**config.mk**
```make
export PLATFORM = sky130hd
export DESIGN_NAME = gpio_irq_bank
export DESIGN_NICKNAME = d
export VERILOG_FILES = /design/src/rtl/gpio_irq_pkg.sv /design/src/rtl/gpio_sync2.sv /design/src/rtl/gpio_irq_detect.sv /design/src/rtl/gpio_irq_bank.sv
export SDC_FILE = /design/constraint.sdc
export NUM_CORES = 1
export LEC_CHECK = 0
export CORE_UTILIZATION = 60
export DETAILED_ROUTE_END_ITERATION = 6
export DONT_BUFFER_PORTS = 1
export GPL_TIMING_DRIVEN = 0
export PLACE_DENSITY = 0.81
export SYNTH_ARGS = -nofsm -noshare
export SYNTH_HDL_FRONTEND = slang
export SYNTH_SLANG_ARGS = --single-unit
```
**constraint.sdc**
```tcl
create_clock -name clk -period 3.23 [get_ports clk]
set_clock_uncertainty 0.05 [all_clocks]
set_input_delay 0.646 -clock clk [delete_from_list [all_inputs] [get_ports clk]]
set_output_delay 0.646 -clock clk [all_outputs]
set_load 0.01 [all_outputs]
```
**src/rtl/gpio_irq_pkg.sv**
```systemverilog
package gpio_irq_pkg;

    // Word selector: byte address bits [7:3]. Bit 2 picks the pin half.
    typedef enum logic [4:0] {
        SEL_DOUT = 5'd0,
        SEL_DIR  = 5'd1,
        SEL_IEN  = 5'd2,
        SEL_IMSK = 5'd3,
        SEL_ITYP = 5'd4,
        SEL_IPOL = 5'd5,
        SEL_BOTH = 5'd6,
        SEL_FILT = 5'd7,
        SEL_STAT = 5'd10,
        SEL_RAW  = 5'd11,
        SEL_ACK  = 5'd12,
        SEL_EXT  = 5'd14
    } reg_sel_e;

    localparam int SEL_W = 5;

endpackage

```
**src/rtl/gpio_sync2.sv**
```systemverilog
module gpio_sync2 #(
    parameter int W = 32
) (
    input  logic         clk,
    input  logic         rst_n,
    input  logic [W-1:0] d_async,
    output logic [W-1:0] q_sync
);
    logic [W-1:0] s1_q, s2_q;

    always_ff @(posedge clk or negedge rst_n) begin
        if (!rst_n) begin
            s1_q <= '0;
            s2_q <= '0;
        end else begin
            s1_q <= d_async;
            s2_q <= s1_q;
        end
    end

    assign q_sync = s2_q;
endmodule

```
**src/rtl/gpio_irq_detect.sv**
```systemverilog
module gpio_irq_detect #(
    parameter int NPINS = 32
) (
    input  logic             clk,
    input  logic             rst_n,
    input  logic [NPINS-1:0] pin_sync,
    input  logic [NPINS-1:0] ien,
    input  logic [NPINS-1:0] ityp,
    input  logic [NPINS-1:0] ipol,
    input  logic [NPINS-1:0] both,
    input  logic [NPINS-1:0] ack_clr,
    output logic [NPINS-1:0] raw_st
);
    typedef struct packed {
        logic [NPINS-1:0] prev;
        logic [NPINS-1:0] edg;
    } det_t;

    det_t det_d, det_q;
    logic [NPINS-1:0] hit;

    // Per-pin edge qualifier
    for (genvar i = 0; i < NPINS; i++) begin : g_pin
        logic rise, fall;
        assign rise   = pin_sync[i] & ~det_q.prev[i];
        assign fall   = ~pin_sync[i] & det_q.prev[i];
        assign hit[i] = both[i] ? (rise | fall) : (ipol[i] ? rise : fall);
    end

    always_comb begin
        det_d      = det_q;
        det_d.prev = pin_sync;
        // a new edge wins over a same-cycle acknowledge
        det_d.edg  = ien & ityp & ((det_q.edg & ~ack_clr) | hit);
    end

    always_ff @(posedge clk or negedge rst_n) begin
        if (!rst_n) det_q <= '0;
        else        det_q <= det_d;
    end

    assign raw_st = ien & ((ityp & det_q.edg) | (~ityp & ~(pin_sync ^ ipol)));
endmodule

```
**src/rtl/gpio_irq_bank.sv**
```systemverilog
module gpio_irq_bank
    import gpio_irq_pkg::*;
#(
    parameter int HALF_W = 16,
    parameter int ADDR_W = 8
) (
    input  logic                clk,
    input  logic                rst_n,
    input  logic [ADDR_W-1:0]   bus_addr,
    input  logic                bus_we,
    input  logic [2*HALF_W-1:0] bus_wdata,
    output logic [2*HALF_W-1:0] bus_rdata,
    input  logic [2*HALF_W-1:0] pin_in,
    output logic [2*HALF_W-1:0] pin_out,
    output logic [2*HALF_W-1:0] pin_oe,
    output logic                irq
);
    localparam int NPINS  = 2 * HALF_W;
    localparam int WORD_W = 2 * HALF_W;

    typedef struct packed {
        logic [NPINS-1:0] dout;
        logic [NPINS-1:0] dir;
        logic [NPINS-1:0] ien;
        logic [NPINS-1:0] imsk;
        logic [NPINS-1:0] ityp;
        logic [NPINS-1:0] ipol;
        logic [NPINS-1:0] both;
        logic [NPINS-1:0] filt;
    } cfg_t;

    cfg_t             cfg_d, cfg_q;
    logic [SEL_W-1:0] word_sel;
    logic             upper;
    logic [NPINS-1:0] pin_sync, raw_st, mst, ack_clr;

    assign word_sel = bus_addr[SEL_W+2:3];
    assign upper    = bus_addr[2];

    // Bit-enabled merge of one half of a write word into a pin vector
    function automatic logic [NPINS-1:0] merge(input logic [NPINS-1:0] old,
                                               input logic             hi,
                                               input logic [WORD_W-1:0] wd);
        logic [NPINS-1:0] m, v;
        m = '0;
        v = '0;
        if (hi) begin
            m[NPINS-1:HALF_W] = wd[WORD_W-1:HALF_W];
            v[NPINS-1:HALF_W] = wd[HALF_W-1:0];
        end else begin
            m[HALF_W-1:0] = wd[WORD_W-1:HALF_W];
            v[HALF_W-1:0] = wd[HALF_W-1:0];
        end
        return (old & ~m) | (v & m);
    endfunction

    function automatic logic [WORD_W-1:0] pick(input logic [NPINS-1:0] v,
                                               input logic             hi);
        return {{HALF_W{1'b0}}, (hi ? v[NPINS-1:HALF_W] : v[HALF_W-1:0])};
    endfunction

    gpio_sync2 #(.W(NPINS)) u_sync (
        .clk     (clk),
        .rst_n   (rst_n),
        .d_async (pin_in),
        .q_sync  (pin_sync)
    );

    gpio_irq_detect #(.NPINS(NPINS)) u_det (
        .clk      (clk),
        .rst_n    (rst_n),
        .pin_sync (pin_sync),
        .ien      (cfg_q.ien),
        .ityp     (cfg_q.ityp),
        .ipol     (cfg_q.ipol),
        .both     (cfg_q.both),
        .ack_clr  (ack_clr),
        .raw_st   (raw_st)
    );

    always_comb begin
        cfg_d   = cfg_q;
        ack_clr = '0;
        if (bus_we) begin
            case (word_sel)
                SEL_W'(SEL_DOUT): cfg_d.dout = merge(cfg_q.dout, upper, bus_wdata);
                SEL_W'(SEL_DIR):  cfg_d.dir  = merge(cfg_q.dir,  upper, bus_wdata);
                SEL_W'(SEL_IEN):  cfg_d.ien  = merge(cfg_q.ien,  upper, bus_wdata);
                SEL_W'(SEL_IMSK): cfg_d.imsk = merge(cfg_q.imsk, upper, bus_wdata);
                SEL_W'(SEL_ITYP): cfg_d.ityp = merge(cfg_q.ityp, upper, bus_wdata);
                SEL_W'(SEL_IPOL): cfg_d.ipol = merge(cfg_q.ipol, upper, bus_wdata);
                SEL_W'(SEL_BOTH): cfg_d.both = merge(cfg_q.both, upper, bus_wdata);
                SEL_W'(SEL_FILT): cfg_d.filt = merge(cfg_q.filt, upper, bus_wdata);
                SEL_W'(SEL_ACK):  ack_clr    = merge('0, upper, bus_wdata);
                default: ;
            endcase
        end
    end

    always_ff @(posedge clk or negedge rst_n) begin
        if (!rst_n) cfg_q <= '0;
        else        cfg_q <= cfg_d;
    end

    assign mst = raw_st & ~cfg_q.imsk;

    always_comb begin
        case (word_sel)
            SEL_W'(SEL_DOUT): bus_rdata = pick(cfg_q.dout, upper);
            SEL_W'(SEL_DIR):  bus_rdata = pick(cfg_q.dir,  upper);
            SEL_W'(SEL_IEN):  bus_rdata = pick(cfg_q.ien,  upper);
            SEL_W'(SEL_IMSK): bus_rdata = pick(cfg_q.imsk, upper);
            SEL_W'(SEL_ITYP): bus_rdata = pick(cfg_q.ityp, upper);
            SEL_W'(SEL_IPOL): bus_rdata = pick(cfg_q.ipol, upper);
            SEL_W'(SEL_BOTH): bus_rdata = pick(cfg_q.both, upper);
            SEL_W'(SEL_FILT): bus_rdata = pick(cfg_q.filt, upper);
            SEL_W'(SEL_STAT): bus_rdata = pick(mst,        upper);
            SEL_W'(SEL_RAW):  bus_rdata = pick(raw_st,     upper);
            SEL_W'(SEL_EXT):  bus_rdata = pick(pin_sync,   upper);
            default:          bus_rdata = '0;
        endcase
    end

    assign pin_out = cfg_q.dout;
    assign pin_oe  = cfg_q.dir;
    assign irq     = |mst;
endmodule

```
==> metrics.csv <==
metric,value,unit
CTS Buffer Depth,3,
Arrival @ worst endpoint,2.71,ns
Tcrit/Tclk final,105.6,%
"Cell Area, Synth",0.02097,sq mm
slew margin rel.,14.99,%
clock power share,41.9,%
first-pass GRT wire length,112400,um
TritonCTS clock tree,yes,
Post-synth ARST share,100.0,%
Comb power frac,12.7,%
CTS H-Tree Depth,2,
vias per std cell,6.758,
GRT Total Usage,43.14,%
register area,0.009625,sq mm
Clock transition at path regs,0.06,ns
I/O pin cnt,172,
"commonest cells after routing, fill and taps aside","dfrtp_1 (371), nand2_1 (334), nand3_1 (180), o21ai_0 (151), mux2i_1 (135)",
Routed WL,77120,um
Hold Crit Class,input port to async pin,
die area,0.03571,sq mm
fin nets,2412,
Clock Latency Late Sink,0.59,ns
routed via count,18665,
RR Startpoint,u_sync.q_sync[4],
TritonCTS Buffers,42,
violated checks,"hold timing, setup timing",
Min Hold Slack,-0.2740,ns
final worst slack,-0.1804,ns
Initial Util,60.86,%
Sw Share,27.82,%
Avg Inst Size Synth,9.563,sq um
fin. max-slew vios,0,
DRC,0,
ANT nets after route,0,
vias in the first global route,17975,
Area Overhead vs Synth,12.21,%
register area share after synthesis,45.82,%
number of synthesized flops with an enable pin,0,
fill cell count,2665,
Root Driver,clkbuf_16,
RSZ-0062 raised after global routing,yes,
worst slew pin tran,1.275,ns
drt first-iter violations,2574,
row cnt,68,
minimum clock period,3.410,ns
area of the multi-input gates,0.01006,sq mm
maximum VDD drop,0.4625,mV
Num Clock Sinks,384,
yosys warns,0,
Fin Setup TNS,-0.7905,ns
GRT Residual Overflow,0,
Max-Cap Viols,0,
status,"finished, violations left",
Pwr per Cell Area,514.3,mW/mm^2
Post-Synthesis Cells,2193,
flip-flop and latch count after synthesis,384,
post-synthesis cell type count,60,
"commonest non-fill, non-tap cell in the layout",dfrtp_1,
Int Power,0.008736,W
sequential share of power,45.4,%
startpoint types,register,
fraction of layout cells with a size suffix above 1,17.27,%
WS Path Type,register to primary output,
initial antenna violation count,3,
Die Height,189.0,um
core box area,0.03446,sq mm
die span in x,189.0,um
final setup fails,15,
Final HPWL DP,48840,um
fmax,293.2,MHz
largest net degree at the start of global routing,385,
Required @ worst endpoint,2.53,ns
Wirelength per Cell,27.92,um
top_reg_cell synth,dfrtp_1,
RD Place Congestion,0.9855,
Pre-antenna DRT Iters,6,
static leakage,11.19,nW
I/O Buffers,0,
Fin. Hold Viols,384,
net switching power,0.003366,W
CP Capture Type,primary output,
post-layout util,68.30,%
largest fanout on the critical path,5,
power by group through the flow:
stage / Clock (W) / Sequential [W] / Combinational (W)
floorplan: 0 / 0.00544 / 0.00103
global placement: 0 / 0.00554 / 0.00134
detailed placement: 0 / 0.00556 / 0.00139
CTS: 0.00504 / 0.00547 / 0.00148
global route: 0.00522 / 0.00553 / 0.00163
finish: 0.00507 / 0.00549 / 0.00154
kinds of logic after synthesis:
group / count (synthesis) / share of synthesized area (%)
AO/OA/AOI/OAI: 363 / 10.27
XOR/XNOR: 32 / 1.336
adder cells (fa/ha/maj): 64 / 3.818
buffers and inverters: 310 / 7.308
flip-flops: 384 / 45.82
multiplexers: 273 / 14.21
other: 1 / 0.01788
AND/OR/NAND/NOR: 766 / 17.22
layer usage:
metal / wire [um] / up-vias / track usage, %
li1: - / 7683 / -
met1: 27500 / 9106 / 53.89
met2: 32680 / 1464 / 62.61
met3: 10870 / 412 / 15.57
met4: 6069 / 0 / 29.34
met5: 0 / - / 0
cell usage after synthesis, drive strengths merged (2+ instances only):
library cell	instances	share of area (%)
a21bo	2	0.095
nor2b	49	1.5
o22a	2	0.084
buf	132	4.1
nor3b	4	0.20
nand4b	2	0.084
o22ai	53	1.6
nand2b	28	0.84
o21ai	151	3.6
xnor2	26	1.1
and2	16	0.48
xor2	6	0.25
and4b	5	0.24
nand3	183	4.4
or3	5	0.15
nor4bb	2	0.095
nor3	38	0.93
inv	87	1.6
mux4	7	0.75
o32ai	5	0.21
mux2i	138	6.6
or2	3	0.10
ha	64	3.8
nand4	5	0.15
mux2	128	6.9
dfrtp	384	46
a22oi	9	0.32
a211oi	33	1.2
clkbuf	91	1.6
nand3b	3	0.11
nor2	68	1.3
a21boi	2	0.072
nor4	7	0.21
o2111ai	24	1.0
or4	7	0.25
nand2	336	6.0
a21oi	73	1.7
o211ai	6	0.24
area by class of cell:
cell class	instances	share of cell area [%]
clock buffers	61	5.200
repair buffers	23	0.7337
plain buffers	221	5.769
clock inverters	15	0.8081
inverters	87	1.388
multi-input cells	1514	42.76
well taps	455	2.419
diodes	2	0.02127
flip-flops and latches	384	40.90
worst max-delay path, stage by stage, from the launching register on:
cell	delay [ns]
dfrtp_1	0.46
xnor2_1	0.21
a21oi_2	0.21
nand4_1	0.12
or4_4	0.57
or4_4	0.55
timing repair:
action	CTS	global route
endpoints found under the setup margin	17	20
resized for setup	87	37
pin swaps	14	2
endpoints found under the hold margin	384	384
setup buffers	23	0
through the flow:
stage / power [W] / setup WS (ns) / cell area, sq um / cells
CTS: 0.01199 / -0.1478 / 23460 / 2761
global placement: 0.006884 / -1.116 / 21600 / 2663
detailed placement: 0.006948 / -1.132 / 21600 / 2663
floorplan: 0.006473 / 0.2466 / 21030 / 2208
global route: 0.01238 / -0.2041 / 23530 / 2760
finish: 0.01210 / -0.1804 / 23530 / 2762
path summary, 6_finish.rpt:
path                                      to  slack (ns)  depth (start not counted)
setup reg to reg              u_det.det_q[4]        1.55                          7
min in group clk             u_sync.s1_q[29]        0.03                          0
max in group asynchronous  u_sync.q_sync[29]        2.64                          0
setup / recovery                         irq       -0.18                          5
hold reg to reg             u_sync.q_sync[8]        0.30                          0
hold / removal                     async pin       -0.27                          0
No activity file was read; power rests on OpenSTA's default activity.
